<file path="config.mk">
export PLATFORM = sky130hd
export DESIGN_NAME = sync_pulse_gen
export DESIGN_NICKNAME = d
export VERILOG_FILES = /design/src/rtl/sync_pulse_pkg.sv /design/src/rtl/lsp_regs.sv /design/src/rtl/lsp_sync_edge.sv /design/src/rtl/lsp_line_timer.sv /design/src/rtl/lsp_pulse_gen.sv /design/src/rtl/sync_pulse_gen.sv
export SDC_FILE = /design/constraint.sdc
export NUM_CORES = 1
export LEC_CHECK = 0
export CAP_MARGIN = 5
export CORE_MARGIN = 2
export CORE_UTILIZATION = 33
export CTS_BUF_LIST = sky130_fd_sc_hd__clkbuf_4 sky130_fd_sc_hd__clkbuf_8
export CTS_CLUSTER_DIAMETER = 200
export CTS_CLUSTER_SIZE = 40
export DETAILED_ROUTE_END_ITERATION = 8
export PLACE_DENSITY = 0.57
export SLEW_MARGIN = 20
export SYNTH_ARGS = -nofsm -noshare
export SYNTH_HDL_FRONTEND = slang
export SYNTH_HIERARCHICAL = 1
export SYNTH_SLANG_ARGS = --single-unit
</file>
<file path="constraint.sdc">
create_clock -name clk_i -period 7.7 [get_ports clk_i]
set_input_delay 1.155 -clock clk_i [delete_from_list [all_inputs] [get_ports clk_i]]
set_output_delay 1.155 -clock clk_i [all_outputs]
set_load 0.1 [all_outputs]
</file>
<file path="src/rtl/sync_pulse_pkg.sv">
package sync_pulse_pkg;
  localparam logic [7:0] ADDR_DRV_LO = 8'h0E;
  localparam logic [7:0] ADDR_DRV_HI = 8'h0F;
  localparam logic [7:0] ADDR_TEST   = 8'h10;
  localparam logic [7:0] ADDR_WIN    = 8'h11;
  localparam logic [7:0] ADDR_DC_LO  = 8'h12;
  localparam logic [7:0] ADDR_DC_HI  = 8'h13;

  localparam int RST_DRIVE_END = 32'h020;
  localparam int RST_DC_START  = 32'h037;
  localparam int RST_WIN       = 32'hDD;
  localparam int RST_TEST      = 32'h00;
endpackage

</file>
<file path="src/rtl/lsp_regs.sv">
module lsp_regs
  import sync_pulse_pkg::*;
#(
  parameter int TW = 10
) (
  input  logic          clk_i,
  input  logic          rst_ni,
  input  logic          we_i,
  input  logic [7:0]    addr_i,
  input  logic [7:0]    wdata_i,
  output logic [7:0]    rdata_o,
  output logic [TW-1:0] drive_end_o,
  output logic [TW-1:0] dc_start_o,
  output logic [7:0]    win_o
);
  localparam int HW = TW - 8;

  logic [TW-1:0] drv_q, dc_q;
  logic [7:0]    test_q, win_q;

  always_ff @(posedge clk_i or negedge rst_ni) begin
    if (!rst_ni) begin
      drv_q  <= TW'(RST_DRIVE_END);
      dc_q   <= TW'(RST_DC_START);
      win_q  <= 8'(RST_WIN);
      test_q <= 8'(RST_TEST);
    end else if (we_i) begin
      case (addr_i)
        ADDR_DRV_LO: drv_q[7:0]    <= wdata_i;
        ADDR_DRV_HI: drv_q[TW-1:8] <= wdata_i[HW-1:0];
        ADDR_TEST:   test_q        <= wdata_i;
        ADDR_WIN:    win_q         <= wdata_i;
        ADDR_DC_LO:  dc_q[7:0]     <= wdata_i;
        ADDR_DC_HI:  dc_q[TW-1:8]  <= wdata_i[HW-1:0];
        default: ;
      endcase
    end
  end

  always_comb begin
    case (addr_i)
      ADDR_DRV_LO: rdata_o = drv_q[7:0];
      ADDR_DRV_HI: rdata_o = 8'(drv_q[TW-1:8]);
      ADDR_TEST:   rdata_o = test_q;
      ADDR_WIN:    rdata_o = win_q;
      ADDR_DC_LO:  rdata_o = dc_q[7:0];
      ADDR_DC_HI:  rdata_o = 8'(dc_q[TW-1:8]);
      default:     rdata_o = 8'h00;
    endcase
  end

  assign drive_end_o = drv_q;
  assign dc_start_o  = dc_q;
  assign win_o       = win_q;
endmodule

</file>
<file path="src/rtl/lsp_sync_edge.sv">
module lsp_sync_edge (
  input  logic clk_i,
  input  logic rst_ni,
  input  logic sync_ni,
  output logic fall_o
);
  logic s1_q, s2_q;

  always_ff @(posedge clk_i or negedge rst_ni) begin
    if (!rst_ni) begin
      s1_q <= 1'b1;
      s2_q <= 1'b1;
    end else begin
      s1_q <= sync_ni;
      s2_q <= s1_q;
    end
  end

  assign fall_o = s2_q & ~s1_q;
endmodule

</file>
<file path="src/rtl/lsp_line_timer.sv">
module lsp_line_timer #(
  parameter int CW        = 11,
  parameter int WIN_W     = 8,
  parameter int WIN_SHIFT = 2,
  parameter int MISS_W    = 8
) (
  input  logic              clk_i,
  input  logic              rst_ni,
  input  logic              fall_i,
  input  logic [WIN_W-1:0]  win_i,
  output logic [CW-1:0]     pos_o,
  output logic              run_o,
  output logic              miss_o,
  output logic [MISS_W-1:0] miss_cnt_o
);
  logic [CW-1:0]     pos_q;
  logic              run_q;
  logic [MISS_W-1:0] miss_q;
  logic [CW:0]       pos_inc, win_len;
  logic              expire;

  assign win_len = (CW+1)'({win_i, {WIN_SHIFT{1'b0}}});
  assign pos_inc = {1'b0, pos_q} + (CW+1)'(1);
  // window closes when the next position would reach the programmed length
  assign expire  = run_q & ~fall_i & (pos_inc >= win_len);

  always_ff @(posedge clk_i or negedge rst_ni) begin
    if (!rst_ni) begin
      pos_q  <= '0;
      run_q  <= 1'b0;
      miss_q <= '0;
    end else if (fall_i) begin
      pos_q  <= '0;
      run_q  <= 1'b1;
      miss_q <= '0;
    end else if (expire) begin
      pos_q <= '0;
      if (miss_q != '1) miss_q <= miss_q + MISS_W'(1);
    end else if (run_q && pos_q != '1) begin
      pos_q <= pos_q + CW'(1);
    end
  end

  assign pos_o      = pos_q;
  assign run_o      = run_q;
  assign miss_o     = expire;
  assign miss_cnt_o = miss_q;

  a_r7_restart: assert property (@(posedge clk_i) disable iff (!rst_ni)
    expire |=> (pos_q == '0))
    else $error("R7 no restart after window expiry");

  a_r8_sat: assert property (@(posedge clk_i) disable iff (!rst_ni)
    (expire && miss_q == '1) |=> (miss_q == '1))
    else $error("R8 miss count left saturation");

  a_r8_clear: assert property (@(posedge clk_i) disable iff (!rst_ni)
    fall_i |=> (miss_q == '0 && pos_q == '0 && run_q))
    else $error("R8 accepted edge did not clear");
endmodule

</file>
<file path="src/rtl/lsp_pulse_gen.sv">
module lsp_pulse_gen #(
  parameter int CW     = 11,
  parameter int TW     = 10,
  parameter int DC_LEN = 16
) (
  input  logic          clk_i,
  input  logic          rst_ni,
  input  logic [CW-1:0] pos_i,
  input  logic          run_i,
  input  logic [TW-1:0] drive_end_i,
  input  logic [TW-1:0] dc_start_i,
  output logic          hdrive_o,
  output logic          dcres_o
);
  logic [CW:0] pos_x, de_x, ds_x, ds_end;

  assign pos_x  = (CW+1)'(pos_i);
  assign de_x   = (CW+1)'(drive_end_i);
  assign ds_x   = (CW+1)'(dc_start_i);
  assign ds_end = ds_x + (CW+1)'(DC_LEN);

  assign hdrive_o = run_i & (pos_x < de_x);
  assign dcres_o  = run_i & (pos_x >= ds_x) & (pos_x < ds_end);

  a_r6_idle: assert property (@(posedge clk_i) disable iff (!rst_ni)
    !run_i |-> (!hdrive_o && !dcres_o))
    else $error("R6 pulse before first sync");

  a_r4_start: assert property (@(posedge clk_i) disable iff (!rst_ni)
    (run_i && pos_i == '0 && drive_end_i != '0) |-> hdrive_o)
    else $error("R4 drive not high at position 0");
endmodule

</file>
<file path="src/rtl/sync_pulse_gen.sv">
module sync_pulse_gen #(
  parameter int TW        = 10,
  parameter int WIN_W     = 8,
  parameter int WIN_SHIFT = 2,
  parameter int DC_LEN    = 16,
  parameter int MISS_W    = 8
) (
  input  logic              clk_i,
  input  logic              rst_ni,
  input  logic              sync_ni,
  input  logic              reg_we_i,
  input  logic [7:0]        reg_addr_i,
  input  logic [7:0]        reg_wdata_i,
  output logic [7:0]        reg_rdata_o,
  output logic              hdrive_o,
  output logic              dcres_o,
  output logic              sync_miss_o,
  output logic [MISS_W-1:0] miss_cnt_o
);
  localparam int TMAX = (TW > WIN_W + WIN_SHIFT) ? TW : WIN_W + WIN_SHIFT;
  localparam int CW   = TMAX + 1;

  logic [TW-1:0] drive_end, dc_start;
  logic [7:0]    win_reg;
  logic          fall, run;
  logic [CW-1:0] pos;

  lsp_regs #(.TW(TW)) u_regs (
    .clk_i, .rst_ni,
    .we_i(reg_we_i), .addr_i(reg_addr_i), .wdata_i(reg_wdata_i),
    .rdata_o(reg_rdata_o), .drive_end_o(drive_end), .dc_start_o(dc_start),
    .win_o(win_reg)
  );

  lsp_sync_edge u_edge (.clk_i, .rst_ni, .sync_ni, .fall_o(fall));

  lsp_line_timer #(
    .CW(CW), .WIN_W(WIN_W), .WIN_SHIFT(WIN_SHIFT), .MISS_W(MISS_W)
  ) u_timer (
    .clk_i, .rst_ni, .fall_i(fall), .win_i(WIN_W'(win_reg)),
    .pos_o(pos), .run_o(run), .miss_o(sync_miss_o), .miss_cnt_o(miss_cnt_o)
  );

  lsp_pulse_gen #(.CW(CW), .TW(TW), .DC_LEN(DC_LEN)) u_pulse (
    .clk_i, .rst_ni, .pos_i(pos), .run_i(run),
    .drive_end_i(drive_end), .dc_start_i(dc_start),
    .hdrive_o, .dcres_o
  );
endmodule

</file>
# Word-level counts from Yosys, hierarchy flattened
# Index checks and enable logic that the tools add are counted.
# W data, S select, Z words.
dict set report word_totals {
  reg_bits 58
  in_bits 20
  output_inout_bits 19
  elab_cells 53
}
dict set report op_classes {
  addsub 4
  order_cmp 4
  n_eq_ne 8
  mux 7
  n_bitwise 8
  n_reduce_logical 11
}
# operator n
set ops {}
lappend ops {{$pmux W8 S6} 1}
lappend ops {{$mux W11} 3}
lappend ops {{$eq A8 B5 Y1 const B} 4}
lappend ops {{$mux W8} 3}
lappend ops {{$eq A8 B4 Y1 const B} 2}
lappend ops {{$reduce_and A2 Y1} 7}
lappend ops {{$add A11 B1 Y12 const B} 1}
lappend ops {{$ge A12 B10 Y1} 1}
lappend ops {{$lt A11 B12 Y1} 1}
lappend ops {{$add A10 B5 Y11 const B} 1}
lappend ops {{$add A11 B1 Y11 const B} 1}
lappend ops {{$ge A11 B10 Y1} 1}
lappend ops {{$lt A11 B10 Y1} 1}
lappend ops {{$ne A11 B11 Y1 const B} 1}
lappend ops {{$add A8 B1 Y8 const B} 1}
lappend ops {{$ne A8 B8 Y1 const B} 1}
lappend ops {{$and A1 B1 Y1} 6}
lappend ops {{$reduce_bool A2 Y1} 2}
lappend ops {{$reduce_bool A3 Y1} 1}
lappend ops {{$not A1 Y1} 2}
lappend ops {{$logic_and A1 B1 Y1} 1}

# Depth between registers and ports, before layout
# Gate-level depths: netlist (run 1).
dict set report logic_depth {
  depth_word 7
  ltp_mapped 12
  ltp_nobuf 11
}

# Cells and area by module
# Netlist (run 1), hierarchy kept.
# mod n_inst cells_per_inst area_each_um2 seq_area_each_um2
set modules_own_cells {}
lappend modules_own_cells {lsp_regs 1 121 1776.7 915.9}
lappend modules_own_cells {lsp_line_timer 1 162 1382.6 500.5}
lappend modules_own_cells {lsp_pulse_gen 1 97 737.0 0.0}
lappend modules_own_cells {lsp_sync_edge 1 3 66.3 52.6}

# Worst setup path after synthesis (run 1)
# No wires, ideal clock.
dict set report synth_path {
  path_kind {reg2out}
  start {reg u_timer.pos_q[0], in the netlist u_timer/pos_o[0]}
  end {out sync_miss_o}
  arrival_ps 3286
  t_required_ps 6545
  path_slack_ps 3259
  path_stages_with_launch 12
  path_buffers 0
  cell_sequence {dfrtp_1 > ha_1 > and3_1 > nand3_1 > xnor2_1 > ha_1 > nand4_1 > a31oi_1 > o211ai_1 > nand3_1 > nand2_1 > nor2_1}
}
dict set report synth_between {
  elab_chain_len 3
}
# element line
set synth_lines {}
lappend synth_lines {{start, declared} lsp_line_timer.sv:16} ;# logic [CW-1:0] pos_q;
lappend synth_lines {{start signal, assigned} lsp_line_timer.sv:40} ;# pos_q <= pos_q + CW'(1);
lappend synth_lines {{$add A11 B1 Y12} lsp_line_timer.sv:23} ;# assign pos_inc = {1'b0, pos_q} + (CW+1)'(1);
lappend synth_lines {{$ge A12 B10 Y1} lsp_line_timer.sv:25} ;# assign expire = run_q & ~fall_i & (pos_inc >= win_len);
lappend synth_lines {{$and A1 B1 Y1} lsp_line_timer.sv:25}
lappend synth_lines {{end, declared} sync_pulse_gen.sv:17} ;# output logic sync_miss_o,
# Every way passes these cells.

# Worst setup path after layout (run 1)
dict set report layout_path {
  start {reg u_timer.pos_q[1], in the netlist u_timer/pos_o[1]}
  end {out sync_miss_o}
}
# Same word-level chain as after synthesis.

==> run summary, run 1 <==
The flow ran to the end, and the final reports show no timing, DRC or antenna violations. The terminus of the critical flop-to-flop path is u_timer/miss_cnt_o[3]$_DFFE_PN0P_. The total of max-cap violations came out at 0. After clock tree synthesis, the setup repair step added 0 buffers.

The area of all placed cells without fillers came out at 4700 sq um. Among cell families on the critical path, the largest total delay comes from buffers and inverters. The dominant synthesized flop cell is sky130_fd_sc_hd__dfrtp_1. The length in cells of the worst reg-to-reg path is 11. Hold timing on the final database bottoms out at a slack of 0.386 ns.

In this run the power density over the cells is 203 nW/um^2. Once the clock tree was built, the resizer swapped 0 gates to a different size. The worst setup path is launched from a flip-flop. Data on the critical path is required at its endpoint by 6.55 ns.

The H-tree was split into 3 levels. Once detailed placement completed, the half-perimeter wirelength came to 6860 um. Compared with the post-synthesis result, the final layout area differs by 18.6%.

At the pin with the least slew margin, the transition time is 0.969 ns. In the global route stage, overall resource usage came out at 14.9%. The clock transition at the registers of the reported paths came out at 0.07 ns. The number of nets produced by synthesis is 440. For the final database, setup skew stands at 0.0117 ns. The path with the worst hold slack has its endpoint at u_edge/s2_q$_DFF_PN1_. The CTS tree is yes. The count of warnings emitted by yosys came out at 6. Along the worst hold path, the cell count comes to 0. Cells with a size suffix above 1 make up 21.1% of the layout. The final number of setup-violating endpoints came out at 0. The smallest setup slack after layout is 2.38 ns. In the routed layout, each cell is associated on average with a via count of 5.15.

The sequential-to-total area share from yosys stat is 37.1%. The wire length of the first global-routing pass is 14900 um. The final period utilization came out at 69.1%.

The routed wire length is 9210 um. The number of antenna violations at the first check in global routing came out at 0. The first detailed-routing pass took 4 iterations.

The sink count of the clock tree came out at 58. The leakage power summed over all cells came out at 2.08 nW. The sum of negative setup slack came out at 0 ns.

The number of storage elements in the synthesis netlist came out at 58. The post-synthesis instance total came out at 383. A synthesized cell averages 10.3 sq um. Across all layers, the routed design uses 2951 vias.

The class of the tightest hold or removal check is flip-flop to flip-flop. Entering global routing, the biggest net connects 59 pins. The worst setup path is captured at an output pin. The largest stage delay on the critical path came out at 1.14 ns.

The row count came out at 40. For this run, design rule violations remaining after detail routing come to 0. The initial detailed-routing violation count came out at 191.

The number of global-route vias before repair is 2876. In this run the remaining antenna-violating nets after routing total 0. The top-level port count came out at 39. Traced cell by cell, the critical path runs through ha_1 -> and3_1 -> nand3_1 -> xnor2_1 -> ha_1 -> nand2_1 -> o21ai_0 -> o211ai_1 -> nand3_1 -> nand2_1 -> nor2_1 -> clkdlybuf4s50_1. The number of buffers and inverters on the critical path is 1.

In this run, distinct cell masters in the synthesized netlist total 55. The mapped netlist covers 3960 sq um. The total area of sequential cells came out at 1470 sq um. The clock period could shrink to 5.32 ns.

For this run, the number of standard cells in the final layout without fillers is 573. The maximum VDD drop came out at 0.136 mV. Including well taps, the total number of placed cells is 557. The number of enable-type register cells in the synthesized netlist came out at 0. The count of endpoints failing hold in the final timing report is 0.

The critical path class is flip-flop to output pin. The number of antenna diodes in the final layout is 0. The data arrival time of the critical path came out at 4.17 ns.

The clock latency on the worst-skew pair is 0.35 ns. Before CTS, the worst setup slack after placement is 2.49 ns. The total congestion overflow after global routing is 0.

In this run the critical register-to-register path is launched from u_timer/pos_o[1]$_DFFE_PN0P_. The vertical extent of the die came out at 114 um. The highest clock rate came out at 188 MHz. In this run the tool buffered the top-level ports with 38 buffer cells. Setup repair after global routing left no endpoint under its margin.

The leading cell type in the layout, fill and taps excluded is sky130_fd_sc_hd__dfrtp_1. The wire length per cell came out at 16.1 um. The CTS buffer count came out at 9. The number of hold buffers added after CTS came out at 0. Power comes to 0.956 mW. The floorplan core area is 11900 sq um.

The post-synthesis async set-or-reset flop share came out at 100%. The net count of the finished layout came out at 478. The headroom to the max-slew limit came out at 35.2%. The initial standard-cell utilization of the core is 33.4%. The slowest stage cell on the critical path is sky130_fd_sc_hd__clkdlybuf4s50_1. At the end of routability-driven placement, the weighted congestion stood at 0.786.

The flop-to-flop setup slack is 4.36 ns. Counting the fill cells in the layout gives 1184. In the layout the commonest cells are sky130_fd_sc_hd__dfrtp_1 (44), sky130_fd_sc_hd__clkdlybuf4s50_1 (37), sky130_fd_sc_hd__ha_1 (37). The final core utilization came out at 39.6%. The cell area after placement came out at 4450 sq um. The max-slew violation count is 0. The area taken by multi-input logic gates is 2280 sq um. The largest fanout on the critical path is 6.

The deepest clock path buffer count came out at 2. The floorplan step defined a die boundary enclosing 12900 sq um. The startpoint identified for the worst hold timing path is u_edge/s1_q$_DFF_PN1_.

The floorplan step set the die width to 114 um. The tree is rooted in a sky130_fd_sc_hd__clkbuf_8.
synthesized netlist by cell type (2+ instances only):
cell type                   number  share of area (%)
sky130_fd_sc_hd__a211oi_2        2               0.63
sky130_fd_sc_hd__o2bb2ai_1       8                1.8
sky130_fd_sc_hd__clkbuf_1        3               0.28
sky130_fd_sc_hd__or3_1           6               0.95
sky130_fd_sc_hd__nand4b_1        2               0.44
sky130_fd_sc_hd__xnor2_1        13                2.9
sky130_fd_sc_hd__a21o_1          7                1.3
sky130_fd_sc_hd__nor3b_2         2               0.63
sky130_fd_sc_hd__a31oi_1         5               0.79
sky130_fd_sc_hd__mux2i_1        11                2.8
sky130_fd_sc_hd__mux2_2         36                 10
sky130_fd_sc_hd__dfrtp_1        44                 28
sky130_fd_sc_hd__dfstp_2        14                9.3
sky130_fd_sc_hd__nor2b_1         3               0.47
sky130_fd_sc_hd__or2_2           3               0.47
sky130_fd_sc_hd__nand2_1        18                1.7
sky130_fd_sc_hd__o21ai_0         8                1.0
sky130_fd_sc_hd__nor3_1          8                1.0
sky130_fd_sc_hd__buf_4           5               0.95
sky130_fd_sc_hd__a21oi_1        18                2.3
sky130_fd_sc_hd__inv_1          35                3.3
sky130_fd_sc_hd__and3_1          3               0.47
sky130_fd_sc_hd__mux4_2          2                1.1
sky130_fd_sc_hd__nor3_4          2               0.82
sky130_fd_sc_hd__nand4_2         3               0.95
sky130_fd_sc_hd__a22o_1          6                1.3
sky130_fd_sc_hd__buf_2           2               0.25
sky130_fd_sc_hd__xor2_1          6                1.3
sky130_fd_sc_hd__nand4_1         4               0.63
sky130_fd_sc_hd__nand2b_1        2               0.32
sky130_fd_sc_hd__nor2_1         23                2.2
sky130_fd_sc_hd__o21ai_1         5               0.63
sky130_fd_sc_hd__nand3_1        15                1.9
sky130_fd_sc_hd__ha_1           37                 12
sky130_fd_sc_hd__and2_1          2               0.32
report_power, final:
group	total, mW	switching [mW]	leakage, nW	internal [mW]
registers	0.353	0.0248	0.745	0.328
clock network	0.348	0.129	0.126	0.218
logic	0.256	0.177	1.21	0.0787
flip-flops by register name, summed over array words and instances, names as in the netlist:
| register | flops |
|---|---|
| u_regs/drive_end_o | 10 |
| u_regs/dc_start_o | 10 |
| u_regs/test_q | 8 |
| u_timer/miss_cnt_o | 8 |
| u_timer/pos_o | 11 |
| u_regs/win_o | 8 |
| u_edge/s1_q | 1 |
| u_edge/s2_q | 1 |
| u_timer/run_o | 1 |
layer usage:
| layer | GRT usage [%] | share of wire [%] | wire length [um] |
|---|---|---|---|
| met1 | 20.0 | 48 | 4460 |
| met2 | 23.5 | 47 | 4350 |
| met3 | 3.29 | 2.5 | 228 |
| met4 | 5.61 | 1.8 | 167 |
| met5 | 0 | 0 | 0 |
worst max-delay path by stage:
stage	start	end	slack, ns	cells past startpoint
4_1_cts	u_timer/pos_o[0]$_DFFE_PN0P_	sync_miss_o	2.33	12
5_1_grt	u_timer/pos_o[0]$_DFFE_PN0P_	sync_miss_o	2.10	12
2_1_floorplan	u_timer/pos_o[0]$_DFFE_PN0P_	sync_miss_o	3.26	11
3_3_place_gp	reg_addr_i[0]	reg_rdata_o[6]	2.52	5
6_report	u_timer/pos_o[1]$_DFFE_PN0P_	sync_miss_o	2.38	12
3_5_place_dp	reg_addr_i[0]	reg_rdata_o[6]	2.49	5
worst reg2reg max path, delay by kind of cell, from the launching register on:
kind / cells / cell delay, ns
AO/OA/AOI/OAI: 4 / 0.99
AND/OR/NAND/NOR: 4 / 0.96
XOR/XNOR: 1 / 0.22
flip-flops: 1 / 0.49
adder cells (fa/ha/maj): 2 / 0.63
cell type report:
type	count	area share, %
flip-flops and latches	58	31.3
repair buffers	39	8.15
inverters	35	2.80
clock buffers	13	3.81
clock inverters	3	1.46
multi-input cells	278	48.6
well taps	147	3.91
logic make-up after synthesis:
| group | Yosys count | synth area share, % |
|---|---|---|
| flops | 58 | 37.1 |
| compound gates | 65 | 11.1 |
| xor+xnor | 19 | 4.20 |
| fa+ha+maj | 37 | 11.7 |
| mux | 49 | 14.1 |
| buf+inv | 47 | 5.30 |
| simple gates | 108 | 16.5 |
(Power assumes the default switching activity.)
==> inputs of run 2 (changes only) <==
--- a/config.mk
+++ b/config.mk
@@ -12,7 +12,7 @@
 export CTS_CLUSTER_DIAMETER = 200
 export CTS_CLUSTER_SIZE = 40
 export DETAILED_ROUTE_END_ITERATION = 8
-export PLACE_DENSITY = 0.57
+export PLACE_DENSITY = 0.59
 export SLEW_MARGIN = 20
 export SYNTH_ARGS = -nofsm -noshare
 export SYNTH_HDL_FRONTEND = slang
==> constraint.sdc (replaced) <==
create_clock -name clk_i -period 4.3 [get_ports clk_i]
set_input_delay 0.645 -clock clk_i [delete_from_list [all_inputs] [get_ports clk_i]]
set_output_delay 0.645 -clock clk_i [all_outputs]
set_load 0.1 [all_outputs]
==> run summary, run 2 (synthesis gave the netlist of run 1 again) <==
The number of antenna violations at the first check in global routing came out at 0 (unchanged). The row count came out at 40 (unchanged). The initial standard-cell utilization of the core is 33.4% (unchanged).

Setup repair after global routing left no endpoint under its margin. The slew at the pin with the worst max-slew slack came out at 0.965 ns (-0.00351 ns). The number of gates given a new drive strength after cts came out at 0 (unchanged).

The overall die area was 12900 sq um (unchanged). The sum of net half-perimeters after detailed placement came out at 6930 um (+1.0%). The most critical setup path has its startpoint at u_timer/pos_o[0]$_DFFE_PN0P_.

The number of global-route vias before repair is 3028 (+5.3%). The post-CTS setup repair buffer count came to 0 (unchanged). The slowest stage cell on the critical path is sky130_fd_sc_hd__dfrtp_1. The power per standard cell area came out at 361 nW/um^2 (+77%). The highest clock rate came out at 261 MHz. The setup slack at placement is 0.859 ns (-1.63 ns). The last weighted congestion value of the routability-driven placer is 0.831 (+5.7%). The count of input and output buffers came to 38 (unchanged).

The total of fill cells in the finished design came out at 1168 (-1.4%). The critical path capture point type is an output pin. The headroom to the max-slew limit was 35.5% (+0.23 points). The leakage power summed over all cells came out at 2.10 nW (+1.1%). The smallest setup slack after layout came out at 0.469 ns (-1.91 ns). The library cell used most frequently in the layout, excluding fill and tap cells, is sky130_fd_sc_hd__dfrtp_1. The clock transition at the registers of the reported paths is 0.08 ns (about the same).

The largest net degree at the start of global routing came out at 46 (-22%). The final number of setup-violating endpoints came to 0 (unchanged). The residual antenna-violating net count after detailed routing came out at 0 (unchanged). The floorplan core area came out at 11900 sq um (unchanged). The tightest min-delay check is of the primary input to async pin type. By startpoint and endpoint, the worst setup path is classified as flip-flop to output pin. The required time at the worst-slack endpoint was 3.65 ns (-2.90 ns).

The total of max-cap violations came to 0 (unchanged). The sum of negative setup slack was 0 ns (unchanged). The terminus of the critical flop-to-flop path is u_timer/miss_cnt_o[3]$_DFFE_PN0P_. The area overhead of the layout relative to synthesis is 17.9%. The number of hold buffers added after CTS came out at 0 (unchanged). The CTS tree is yes. The data arrival time of the critical path came to 3.19 ns (-0.98 ns). The CTS buffer count came out at 9 (unchanged). The top-level port count came out at 39 (unchanged). The maximum VDD drop is 0.163 mV (+20%). The count of endpoints failing hold in the final timing report was 0 (unchanged).

The worst register-to-register path begins at u_timer/pos_o[0]$_DFFE_PN0P_. The total congestion overflow after global routing was 0 (unchanged). The flow ran to the end, and the final reports show no timing, DRC or antenna violations. The wire length per cell is 16.2 um (+0.56%). The total routing resource utilization after global routing was 15.1% (+0.19 points). The wire length of the first global-routing pass was 15400 um (+3.1%). The worst clock skew is 0.0121 ns (+0.000356 ns). The first-pass iteration count of the detailed router came out at 4 (unchanged). The remaining design rule violation count is 0 (unchanged). The sink count of the clock tree is 58 (unchanged). The max-slew violation count is 0 (unchanged).

The clock latency on the worst-skew pair came out at 0.35 ns (about the same). The critical path goes through ha_1 -> and3_1 -> nand3_1 -> xnor2_1 -> ha_1 -> nand4_1 -> a31oi_1 -> o211ai_1 -> nand3_1 -> nand2_1 -> nor2_1 -> buf_4. The via density per instance came out at 5.24 (+1.8%). The clock root buffer is sky130_fd_sc_hd__clkbuf_8. The layout cell share with drive strength beyond 1 came out at 24.1% (+2.9 points).

The net count of the finished layout is 480 (+0.42%). The kind of start point of the critical path is a flip-flop. The initial detailed-routing violation count is 144 (-25%). The floorplan die width came out at 114 um (unchanged). The diode insertion count for antenna repair is 0 (unchanged). The clock period minus worst slack came out at 3.83 ns. The vias after detailed routing is 3014 (+2.1%). The largest stage delay on the critical path came out at 0.47 ns (-0.67 ns). The maximum level of the CTS H-tree came out at 3 (unchanged). The routed wire length is 9290 um (+0.91%). The length in cells of the worst reg-to-reg path came to 11 (unchanged). The flop-to-flop setup slack is 1.10 ns (-3.26 ns).

The number of flip-flops under the largest register name is 11 (unchanged). The vertical extent of the die is 114 um (unchanged). Following the worst setup path forward leads to its endpoint at sync_miss_o. The deepest clock path buffer count is 2 (unchanged). Leaving out fill and tap cells, the most frequent cells in the layout are sky130_fd_sc_hd__dfrtp_1 (44), sky130_fd_sc_hd__ha_1 (37), sky130_fd_sc_hd__mux2_2 (36). The largest fanout on the critical path came to 8 (+2). The final period utilization is 89.1%.
run 2: cell types whose count changed in the layout (fill, tap and decap cells not counted):
cell | before | now
sky130_fd_sc_hd__buf_4 | 1 | 14
sky130_fd_sc_hd__clkdlybuf4s50_1 | 37 | 26
sky130_fd_sc_hd__clkbuf_8 | 13 | 11
sky130_fd_sc_hd__clkbuf_4 | 0 | 1
sky130_fd_sc_hd__clkinv_2 | 0 | 1
run 2: how the worst min path moves through the flow:
| stage | start | end | slack (ns) | cells after the start |
|---|---|---|---|---|
| 3_3_place_gp | u_edge/s1_q$_DFF_PN1_ | u_edge/s2_q$_DFF_PN1_ | 0.38 | 0 |
| 5_1_grt | rst_ni | u_timer/miss_cnt_o[0]$_DFFE_PN0P_ | 0.21 | 1 |
| 4_1_cts | rst_ni | u_timer/pos_o[10]$_DFFE_PN0P_ | 0.19 | 1 |
| 6_report | rst_ni | u_timer/pos_o[6]$_DFFE_PN0P_ | 0.18 | 1 |
| 3_5_place_dp | u_edge/s1_q$_DFF_PN1_ | u_edge/s2_q$_DFF_PN1_ | 0.38 | 0 |
| 2_1_floorplan | rst_ni | u_regs/dc_start_o[3]$_DFFE_PN0P_ | 0.35 | 0 |
run 2: area by class of cell:
cell class              count  area [sq um]  share of cell area, %
repair buffers             41           370                   7.93
flip-flops and latches     58          1470                   31.4
well taps                 147           184                   3.94
clock buffers              12           159                   3.40
inverters                  35           131                   2.81
clock inverters             4          73.8                   1.58
multi-input cells         278          2280                   48.9
run 2: metal layers:
| layer | GRT usage [%] | vias to the layer above | part of all wire [%] |
|---|---|---|---|
| li1 | - | 1455 | - |
| met2 | 25.3 | 53 | 50 |
| met4 | 5.12 | 0 | 1.2 |
| met5 | 0 | - | 0 |
| met1 | 19.8 | 1499 | 45 |
| met3 | 2.50 | 7 | 3.9 |
run 2: power breakdown:
group / switching, mW / leakage (nW) / total, mW / internal [mW]
combinational: 0.319 / 1.24 / 0.458 / 0.139
sequential: 0.0422 / 0.745 / 0.629 / 0.587
clock: 0.233 / 0.120 / 0.598 / 0.365
total: 0.595 / 2.10 / 1.69 / 1.09
run 2: stage by stage:
step	std cells	area [sq um]	power (mW)	util (%)	hold slack (ns)
floorplan	383	3960	0.974	-	0.349
global placement	559	4440	1.09	37.4	0.375
detailed placement	559	4440	1.10	37.4	0.379
CTS	575	4670	1.70	39.4	0.185
global route	575	4670	1.75	39.4	0.213
finish	575	4670	1.69	39.4	0.185
run 2: critical path: cells and delay by family, from the launching register on:
family          cells  cell delay [ns]
fa+ha+maj           2             0.60
simple gates        6             0.98
flops               1             0.47
xor+xnor            1             0.22
compound gates      2             0.28
buf+inv             1             0.30
==> inputs of run 3 (changes only) <==
--- a/config.mk
+++ b/config.mk
@@ -6,13 +6,14 @@
 export NUM_CORES = 1
 export LEC_CHECK = 0
 export CAP_MARGIN = 5
-export CORE_MARGIN = 2
-export CORE_UTILIZATION = 33
+export CORE_MARGIN = 5
+export CORE_UTILIZATION = 45
 export CTS_BUF_LIST = sky130_fd_sc_hd__clkbuf_4 sky130_fd_sc_hd__clkbuf_8
 export CTS_CLUSTER_DIAMETER = 200
 export CTS_CLUSTER_SIZE = 40
 export DETAILED_ROUTE_END_ITERATION = 8
-export PLACE_DENSITY = 0.59
+export HOLD_SLACK_MARGIN = 0.15
+export PLACE_DENSITY = 0.74
 export SLEW_MARGIN = 20
 export SYNTH_ARGS = -nofsm -noshare
 export SYNTH_HDL_FRONTEND = slang
==> run summary, run 3 (synthesis gave the netlist of run 1 again) <==
The total of max-cap violations came out at 0 (unchanged). The number of flip-flops under the largest register name is 11 (unchanged). The critical path capture point type is an output pin. The root buffer cell chosen for the clock tree is sky130_fd_sc_hd__clkbuf_8. The first-pass iteration count of the detailed router is 4 (unchanged). The final number of setup-violating endpoints came out at 0 (unchanged). The deepest clock path buffer count came out at 2 (unchanged).

The setup slack at placement is 0.905 ns (+0.0453 ns). In this run the worst setup path begins at u_timer/pos_o[0]$_DFFE_PN0P_. The maximum level of the CTS H-tree came out at 3 (unchanged). The last weighted congestion value of the routability-driven placer is 0.886 (+6.7%). The length in cells of the worst reg-to-reg path came to 11 (unchanged). The leakage power summed over all cells is 2.10 nW (about the same). The library cell used most frequently in the layout, excluding fill and tap cells, is sky130_fd_sc_hd__dfrtp_1. In this run the worst hold path is classified as flip-flop to flip-flop.

The post-CTS setup repair buffer count is 0 (unchanged). The floorplan die width came out at 104 um (-8.6%). The number of gates given a new drive strength after cts is 0 (unchanged). The max-slew violation count was 0 (unchanged). The slew at the pin with the worst max-slew slack was 0.971 ns (+0.00576 ns). The clock latency on the worst-skew pair is 0.35 ns (about the same).

The worst clock skew came out at 0.0126 ns (+0.000549 ns). The sum of net half-perimeters after detailed placement is 6730 um (-2.9%). The number of antenna violations at the first check in global routing is 0 (unchanged). The headroom to the max-slew limit is 35.1% (-0.39 points).

The count of endpoints failing hold in the final timing report is 0 (unchanged). TritonCTS built the clock tree. The cell total after placement came out at 519 (-7.2%). The number of global-route vias before repair is 3057 (+0.96%). The terminus of the critical flop-to-flop path is u_timer/miss_cnt_o[3]$_DFFE_PN0P_. The layout cell share with drive strength beyond 1 came out at 23.9% (-0.18 points). The wire length of the first global-routing pass was 15300 um (-0.53%).

In the layout the commonest cells are sky130_fd_sc_hd__dfrtp_1 (44), sky130_fd_sc_hd__ha_1 (37), sky130_fd_sc_hd__mux2_2 (36). The CTS buffer count was 9 (unchanged). The top-level port count is 39 (unchanged). The maximum VDD drop is 0.291 mV (+78%). The number of hold buffers added after CTS came out at 0 (unchanged).

The diode insertion count for antenna repair is 0 (unchanged). The sink count of the clock tree is 58 (unchanged). The hold-critical path depth is 0. The critical path class is flip-flop to output pin.

The routed wire length came out at 9010 um (-3.0%). The power per standard cell area is 367 nW/um^2 (+1.6%). The required time at the worst-slack endpoint came out at 3.65 ns (about the same). STA classifies the critical path startpoint as a flip-flop. Relative to the synthesized area, the layout overhead comes to 16.8%. The net count of the finished layout came out at 479 (-0.21%). The clock period minus worst slack came out at 3.77 ns (-0.0631 ns). The number of cells in the finished layout apart from fillers came out at 535 (-7.0%). The most critical setup path has its endpoint at sync_miss_o. The smallest setup slack after layout is 0.532 ns (+0.0631 ns). The sum of negative setup slack is 0 ns (unchanged). The startpoint identified for the worst register-to-register timing path is u_timer/pos_o[0]$_DFFE_PN0P_.

The run finished with clean final reports. The vias after detailed routing was 3016 (+0.066%). The row count was 34 (-15%). The highest clock rate is 265 MHz (+1.7%).

The count of input and output buffers came out at 38 (unchanged). The total routing resource utilization after global routing is 17.3% (+2.2 points). The initial standard-cell utilization of the core came out at 45.9% (+12 points). The largest fanout on the critical path is 8 (unchanged). The clock transition at the registers of the reported paths was 0.06 ns (-0.02 ns). The overall power is 1.70 mW (+0.68%). The vertical extent of the die is 104 um (-8.6%). The overall die area is 10800 sq um (-16%). The largest net degree at the start of global routing came to 59 (+28%).

The remaining design rule violation count is 0 (unchanged). The initial detailed-routing violation count was 176 (+22%). Setup repair after global routing left no endpoint under its margin. The residual antenna-violating net count after detailed routing is 0 (unchanged).

The floorplan core area is 8640 sq um (-27%). The final period utilization came out at 87.6% (-1.5 points). The wire length per cell is 16.8 um (+4.3%). The flop-to-flop setup slack is 1.16 ns (+0.06 ns). The final core utilization came out at 53.6% (+14 points). The total congestion overflow after global routing came out at 0 (unchanged). The via density per instance is 5.64 (+7.5%). The data arrival time of the critical path came out at 3.12 ns (-0.07 ns).
## run 3: changes by cell type in the layout (fill, tap and decap cells not counted), sizes merged
cell | before | now
clkinv | 2 | 1
clkbuf | 12 | 13
buf | 15 | 14
## run 3: cell type report
class,instances,area (sq um)
Clock inverter,3,68.8
Inverter,35,131
Clock buffer,13,179
Timing Repair Buffer,40,363
Fill cell,788,4010
Tap cell,108,135
Multi-Input combinational cell,278,2280
Sequential cell,58,1470
## run 3: power breakdown
group          total, mW  leakage (nW)  internal [mW]  switching (mW)
Clock              0.610         0.126          0.391           0.220
Combinational      0.458          1.23          0.139           0.319
Sequential         0.629         0.745          0.587          0.0415
Total               1.70          2.10           1.12           0.580
## run 3: per-stage QoR
stage / hold WS [ns] / area [sq um]
finish: 0.387 / 4630
global route: 0.400 / 4630
CTS: 0.393 / 4630
detailed placement: 0.376 / 4380
global placement: 0.373 / 4380
floorplan: 0.349 / 3960
## run 3: worst min path at each step
stage                                from                                to  slack [ns]
global route        u_edge/s1_q$_DFF_PN1_             u_edge/s2_q$_DFF_PN1_        0.40
global placement    u_edge/s1_q$_DFF_PN1_             u_edge/s2_q$_DFF_PN1_        0.37
CTS                 u_edge/s1_q$_DFF_PN1_             u_edge/s2_q$_DFF_PN1_        0.39
floorplan                          rst_ni  u_regs/dc_start_o[3]$_DFFE_PN0P_        0.35
finish              u_edge/s1_q$_DFF_PN1_             u_edge/s2_q$_DFF_PN1_        0.39
detailed placement  u_edge/s1_q$_DFF_PN1_             u_edge/s2_q$_DFF_PN1_        0.38
## run 3: routing by layer
metal  share of wire (%)  track usage (%)  vias up
li1                    -                -     1462
met1                  47             22.8     1485
met2                  47             27.7       55
met3                 3.5             3.17       14
met4                 2.2             7.77        0
met5                   0                0        -
## run 3: critical path, cell delays in order (launching register included)
cell	delay (ns)
sky130_fd_sc_hd__dfrtp_1	0.46
sky130_fd_sc_hd__ha_1	0.28
sky130_fd_sc_hd__and3_1	0.26
sky130_fd_sc_hd__nand3_1	0.21
sky130_fd_sc_hd__xnor2_1	0.20
sky130_fd_sc_hd__ha_1	0.31
sky130_fd_sc_hd__nand4_1	0.10
sky130_fd_sc_hd__a31oi_1	0.16
sky130_fd_sc_hd__o211ai_1	0.12
sky130_fd_sc_hd__nand3_1	0.20
sky130_fd_sc_hd__nand2_1	0.08
sky130_fd_sc_hd__nor2_1	0.10
sky130_fd_sc_hd__buf_4	0.29
